### config.mk
export PLATFORM = sky130hd
export DESIGN_NAME = dual_irq_ctrl
export DESIGN_NICKNAME = d
export VERILOG_FILES = /design/src/rtl/dic_pkg.sv /design/src/rtl/prio_pick.sv /design/src/rtl/irq_unit.sv /design/src/rtl/dual_irq_ctrl.sv
export SDC_FILE = /design/constraint.sdc
export NUM_CORES = 1
export LEC_CHECK = 0
export BUFFER_PORTS_ARGS = -buffer_cell sky130_fd_sc_hd__clkbuf_2
export CAP_MARGIN = 10
export CORE_UTILIZATION = 26
export DETAILED_ROUTE_END_ITERATION = 6
export PLACE_DENSITY_LB_ADDON = 0.15
export SYNTH_ARGS = -nofsm -noshare
export SYNTH_HDL_FRONTEND = slang
export SYNTH_SLANG_ARGS = --single-unit
### constraint.sdc
create_clock -name clk_i -period 4.7 [get_ports clk_i]
set_input_delay 0.705 -clock clk_i [delete_from_list [all_inputs] [get_ports clk_i]]
set_output_delay 0.705 -clock clk_i [all_outputs]
set_load 0.01 [all_outputs]
### src/rtl/dic_pkg.sv
package dic_pkg;
  localparam int LINES  = 8;
  localparam int DATA_W = 8;
  localparam int IDX_W  = $clog2(LINES);
  localparam int BASE_W = DATA_W - IDX_W;

  typedef enum logic [1:0] {CFG_RUN, CFG_BASE, CFG_CASC, CFG_MODE} cfg_st_e;

  localparam logic [4:0] CMD_NS_EOI = 5'b00100;  // data[7:3]
  localparam int BIT_INIT = 4;
  localparam int BIT_AEOI = 1;
  localparam int BIT_SFNM = 4;
endpackage

### src/rtl/prio_pick.sv
module prio_pick #(
  parameter  int N  = 8,
  localparam int IW = $clog2(N)
) (
  input  logic [N-1:0]  vec_i,
  output logic          any_o,
  output logic [IW-1:0] idx_o
);
  // lowest index wins
  always_comb begin
    any_o = |vec_i;
    idx_o = '0;
    for (int i = N - 1; i >= 0; i--) begin
      if (vec_i[i]) idx_o = IW'(i);
    end
  end
endmodule

### src/rtl/irq_unit.sv
module irq_unit
  import dic_pkg::*;
#(
  parameter  bit IS_SLAVE = 1'b0,
  parameter  int N        = LINES,
  localparam int IW       = $clog2(N),
  localparam int BW       = DATA_W - IW
) (
  input  logic              clk_i,
  input  logic              rst_ni,
  input  logic              wr_en_i,
  input  logic              wr_a0_i,
  input  logic [DATA_W-1:0] wr_data_i,
  input  logic [N-1:0]      irq_i,
  input  logic              ack1_i,
  input  logic              ack2_i,
  input  logic [IW-1:0]     cas_i,
  input  logic              cas_vld_i,
  output logic              int_o,
  output logic [IW-1:0]     cas_o,
  output logic              cas_vld_o,
  output logic [DATA_W-1:0] vec_o,
  output logic              vec_vld_o,
  output logic [N-1:0]      isr_o
);
  cfg_st_e           st_q;
  logic [N-1:0]      irq_q, irr_q, isr_q, mask_q;
  logic [N-1:0]      irr_n, isr_n;
  logic [DATA_W-1:0] casc_q;
  logic [BW-1:0]     base_q;
  logic              aeoi_q, sfnm_q;
  logic [DATA_W-1:0] vec_q;
  logic              vec_vld_q;

  logic          req_any, isr_any;
  logic [IW-1:0] req_idx, isr_idx;
  logic          nest_ok;

  logic          take_en, aclr_en, vec_ld;
  logic [IW-1:0] take_idx, aclr_idx, vec_idx;

  prio_pick #(.N(N)) u_req (.vec_i(irr_q & ~mask_q), .any_o(req_any), .idx_o(req_idx));
  prio_pick #(.N(N)) u_isr (.vec_i(isr_q),           .any_o(isr_any), .idx_o(isr_idx));

  assign nest_ok = sfnm_q && casc_q[req_idx] && isr_any && (isr_idx == req_idx);
  assign int_o   = req_any && (!isr_any || (req_idx < isr_idx) || nest_ok);

  // write decode
  logic wr_init, wr_eoi, wr_cfg;
  assign wr_init = wr_en_i && !wr_a0_i && wr_data_i[BIT_INIT];
  assign wr_eoi  = wr_en_i && !wr_a0_i && (wr_data_i[7:3] == CMD_NS_EOI) && (st_q == CFG_RUN);
  assign wr_cfg  = wr_en_i && wr_a0_i;

  generate
    if (!IS_SLAVE) begin : g_mst
      logic          pend_q, own_q, casv_q;
      logic [IW-1:0] win_q;
      logic          cas_unused;
      assign cas_unused = ^{cas_i, cas_vld_i};

      always_ff @(posedge clk_i or negedge rst_ni) begin
        if (!rst_ni) begin
          pend_q <= 1'b0;
          own_q  <= 1'b0;
          casv_q <= 1'b0;
          win_q  <= '0;
        end else begin
          if (ack2_i) begin
            pend_q <= 1'b0;
            casv_q <= 1'b0;
          end
          if (ack1_i) begin
            pend_q <= int_o;
            own_q  <= !casc_q[req_idx];
            casv_q <= int_o && casc_q[req_idx];
            win_q  <= req_idx;
          end
        end
      end

      assign take_en   = ack1_i && int_o;
      assign take_idx  = req_idx;
      assign aclr_en   = ack2_i && pend_q && aeoi_q;
      assign aclr_idx  = win_q;
      assign vec_ld    = ack2_i && pend_q && own_q;
      assign vec_idx   = win_q;
      assign cas_o     = win_q;
      assign cas_vld_o = casv_q;
    end else begin : g_slv
      logic id_hit;
      logic ack1_unused;
      assign ack1_unused = ack1_i;
      assign id_hit      = cas_vld_i && (cas_i == casc_q[IW-1:0]);

      assign take_en   = ack2_i && id_hit && int_o;
      assign take_idx  = req_idx;
      assign aclr_en   = take_en && aeoi_q;
      assign aclr_idx  = req_idx;
      assign vec_ld    = take_en;
      assign vec_idx   = req_idx;
      assign cas_o     = '0;
      assign cas_vld_o = 1'b0;
    end
  endgenerate

  always_comb begin
    irr_n = irr_q | (irq_i & ~irq_q);
    isr_n = isr_q;
    if (take_en) begin
      irr_n[take_idx] = 1'b0;
      isr_n[take_idx] = 1'b1;
    end
    if (aclr_en) isr_n[aclr_idx] = 1'b0;
    if (wr_eoi && isr_any) isr_n[isr_idx] = 1'b0;
    if (wr_init) begin
      irr_n = '0;
      isr_n = '0;
    end
  end

  always_ff @(posedge clk_i or negedge rst_ni) begin
    if (!rst_ni) begin
      st_q      <= CFG_RUN;
      irq_q     <= '0;
      irr_q     <= '0;
      isr_q     <= '0;
      mask_q    <= '0;
      casc_q    <= '0;
      base_q    <= '0;
      aeoi_q    <= 1'b0;
      sfnm_q    <= 1'b0;
      vec_q     <= '0;
      vec_vld_q <= 1'b0;
    end else begin
      irq_q     <= irq_i;
      irr_q     <= irr_n;
      isr_q     <= isr_n;
      vec_vld_q <= vec_ld;
      if (vec_ld) vec_q <= {base_q, vec_idx};
      if (wr_init) begin
        st_q   <= CFG_BASE;
        mask_q <= '0;
        aeoi_q <= 1'b0;
        sfnm_q <= 1'b0;
      end else if (wr_cfg) begin
        unique case (st_q)
          CFG_BASE: begin base_q <= wr_data_i[DATA_W-1:IW]; st_q <= CFG_CASC; end
          CFG_CASC: begin casc_q <= wr_data_i;              st_q <= CFG_MODE; end
          CFG_MODE: begin
            aeoi_q <= wr_data_i[BIT_AEOI];
            sfnm_q <= wr_data_i[BIT_SFNM];
            st_q   <= CFG_RUN;
          end
          default:  mask_q <= wr_data_i[N-1:0];
        endcase
      end
    end
  end

  assign vec_o     = vec_q;
  assign vec_vld_o = vec_vld_q;
  assign isr_o     = isr_q;
endmodule

### src/rtl/dual_irq_ctrl.sv
module dual_irq_ctrl
  import dic_pkg::*;
#(
  parameter  int CASC_IN = 2,
  localparam int NL      = LINES,
  localparam int IW      = $clog2(NL)
) (
  input  logic              clk_i,
  input  logic              rst_ni,
  input  logic              wr_en_i,
  input  logic              wr_sel_i,
  input  logic              wr_a0_i,
  input  logic [DATA_W-1:0] wr_data_i,
  input  logic [2*NL-1:0]   irq_i,
  input  logic              ack1_i,
  input  logic              ack2_i,
  output logic              int_o,
  output logic [IW-1:0]     cas_o,
  output logic              cas_vld_o,
  output logic [DATA_W-1:0] vec_o,
  output logic              vec_vld_o
);
  logic              slv_int, mst_vld, slv_vld;
  logic [DATA_W-1:0] mst_vec, slv_vec;
  logic [NL-1:0]     mst_irq, mst_isr, slv_isr;
  logic [IW-1:0]     slv_cas_unused;
  logic              slv_casv_unused;
  logic              irq_casc_unused;

  assign irq_casc_unused = irq_i[CASC_IN];

  always_comb begin
    mst_irq          = irq_i[NL-1:0];
    mst_irq[CASC_IN] = slv_int;
  end

  irq_unit #(.IS_SLAVE(1'b0), .N(NL)) u_mst (
    .clk_i, .rst_ni,
    .wr_en_i   (wr_en_i && !wr_sel_i),
    .wr_a0_i, .wr_data_i,
    .irq_i     (mst_irq),
    .ack1_i, .ack2_i,
    .cas_i     ('0),
    .cas_vld_i (1'b0),
    .int_o     (int_o),
    .cas_o     (cas_o),
    .cas_vld_o (cas_vld_o),
    .vec_o     (mst_vec),
    .vec_vld_o (mst_vld),
    .isr_o     (mst_isr)
  );

  irq_unit #(.IS_SLAVE(1'b1), .N(NL)) u_slv (
    .clk_i, .rst_ni,
    .wr_en_i   (wr_en_i && wr_sel_i),
    .wr_a0_i, .wr_data_i,
    .irq_i     (irq_i[2*NL-1:NL]),
    .ack1_i, .ack2_i,
    .cas_i     (cas_o),
    .cas_vld_i (cas_vld_o),
    .int_o     (slv_int),
    .cas_o     (slv_cas_unused),
    .cas_vld_o (slv_casv_unused),
    .vec_o     (slv_vec),
    .vec_vld_o (slv_vld),
    .isr_o     (slv_isr)
  );

  assign vec_vld_o = mst_vld || slv_vld;
  assign vec_o     = slv_vld ? slv_vec : mst_vec;
endmodule

==> out/metrics.cfg <==
[synth]
synth_edf_count=0
synth_top_cell_area_share_pct=50.0
netlist.top_cell.by_area=dfrtp_1
seq_area_frac_synth_pct=50.0
syn_area_mm2=0.00611
async_flop_share_pct=100
avgSynthCellArea_um2=10.5
synth-seq-cells=122
ys_warn_count=0
ys_top_cells_by_area=dfrtp_1, mux2_2, a21oi_1
synth_fp_nets=620
synthFlopType=dfrtp_1
synthCells=583
synth_cell_type_count=69

[clocking]
clkTransAtPathRegs_ns=0.06
clock_path_buffers=2
clock-sinks=122
cts_resized=0
cts_max_level=4
cts_tree=built
cts_inserted_buffers=17
clk_latency_ns=0.42
ctsHoldBuffers=0
clock-root-buffer=clkbuf_16
postCtsSetupBuffers=0

[die]
io_pins=45
num_rows=55
dieArea_mm2=0.0241
die_x_um=155
initial_core_util_pct=26.7
core_mm2=0.0228
fp.dieH_um=155

[sta]
slew_viol_final=0
fin_tns_setup_ns=0
clock.fmax_ghz=0.259
skew_ns=0.0105
holdWs_ns=0.362
timing.slew.headroom_pct=44.2
fin_crit_ns=3.86
rsz0062_at_grt=false
timing_hold_violations_final=0
final.period_utilization_pct=82.1
finalSetupViolCount=0
tightest_slew_ns=0.838

[placement]
place.detailed.hpwl_um=12600
gp_congestion=0.892
postPlaceCellArea_mm2=0.00670
port_buffers=43

[cells_and_area]
fillers=2390
synthToLayoutAreaGrowth_pct=19.8
fin_nets=673
drive_gt1_share_pct=23.0
utilization_pct=32.0
fin_area_mm2=0.00732
diodes=0

[power_and_ir_drop]
power_mw=4.64
power_density_mw_per_mm2=634
ir_drop_uv=234
p_leak_nw=3.24

[critical_path]
crit_start=u_mst.irr_q[5]
end_kind=output pin
cp_max_fo=4
worstPathRequired_ns=3.99
r2r-start=u_slv.mask_q[0]
setup.worst_path.start_class=register
cp.arrival_ns=3.15
r2r_slack_ns=1.19
worstSetupPathType=register to output pin

[grt]
antenna_found_initial=0
grt_pass1_wl_um=27600
grt_pass1_vias=4858
overflow=0
grt_start_max_net_pins=64
grt_usage_pct=15.2

[drt]
drtPass1Iterations=5
ant_nets=0
routedWlPerCell_um=17.9
vias=4718
via_per_inst=4.90
drt_iter0_drc=432
drc=0
wl_um=17200

[min_path]
min-delay-path-class=primary input to async pin

[outcome]
status=complete, no violations

[job]
drv_cap=0

per-stage QoR:
step / instances / worst slack (ns)
detailed placement: 930 / 1.22
floorplan: 583 / 1.72
CTS: 962 / 0.858
global route: 962 / 0.629
finish: 962 / 0.842
global placement: 930 / 1.26
Yosys cell counts, types with 4 or more instances:
library cell  instances
clkbuf_1             13
o211ai_1              6
nand2_1              37
nor2b_1              28
o31ai_1               4
mux2i_1              13
nor4_1                8
ha_1                  6
mux2_4                7
mux2_2               42
dfrtp_1             122
and3_1                4
o21ai_0              34
a311oi_1              7
nand4_1               9
nor2_1               44
nand3_1              15
a31oi_1              10
a211oi_1              7
inv_1                22
and2_1                4
a21oi_1              41
or2_2                 4
nor3_1               15
xor2_1                4
nand2b_1             20
logic make-up (layout without fill, tap and decap cells):
logic type | after synthesis | after routing | share of synthesized area, %
buffers and inverters | 37 | 103 | 2.27
adders and majority gates | 6 | 6 | 1.23
and+or+nand+nor | 208 | 208 | 18.5
AOI/OAI and AO/OA | 143 | 143 | 15.7
xor gates and xnor gates | 5 | 5 | 0.717
muxes | 62 | 62 | 11.6
DFF | 122 | 122 | 50.0
final timing paths:
path                              endpoint  cells after the start
min reg2reg                 u_mst.vec_o[0]                      2
max in group asynchronous  u_slv.casc_q[7]                      2
min in group clk_i          u_slv.irq_q[7]                      1
min                        u_mst.mask_q[7]                      1
max                                  int_o                      9
max reg2reg                 u_slv.vec_o[5]                     11
metal layers:
| layer | part of all wire (%) | vias up | GRT usage (%) |
|---|---|---|---|
| li1 | - | 2245 | - |
| met1 | 48 | 2360 | 19.7 |
| met2 | 48 | 95 | 25.2 |
| met3 | 3.0 | 18 | 3.26 |
| met4 | 1.2 | 0 | 4.81 |
| met5 | 0 | - | 0 |
critical path: stages, from the launching register on:
cell and delay, ns:
dfrtp_1 0.39, nor2b_1 0.16, nor4_1 0.64, nor2_1 0.17
ha_1 0.37, and4_1 0.23, o2111ai_1 0.15, o221a_2 0.31
nor2_1 0.15, clkbuf_2 0.17
layout make-up:
cell class / count / area, um2 / area share (%)
Tap cell: 313 / 392 / 5.35
Inverter: 23 / 86.3 / 1.18
Clock buffer: 18 / 439 / 6.00
Timing Repair Buffer: 48 / 255 / 3.49
Multi-Input combinational cell: 424 / 2910 / 39.8
Clock inverter: 14 / 178 / 2.43
Sequential cell: 122 / 3050 / 41.7
where the power goes:
group	leakage [nW]	switching, mW	internal [mW]
combinational	1.42	0.925	0.663
clock	0.303	0.546	0.819
sequential	1.51	0.297	1.39
cells in the final DEF (no fill, tap or decap), types with 15 or more instances in the layout:
cell,n
inv_1,22
nor2_1,44
nand3_1,15
o21ai_0,34
a21oi_1,41
mux2_2,42
clkbuf_2,42
nor3_1,15
nor2b_1,28
dfrtp_1,122
clkbuf_16,17
nand2b_1,20
nand2_1,37
No activity file was read; power rests on OpenSTA's default activity.
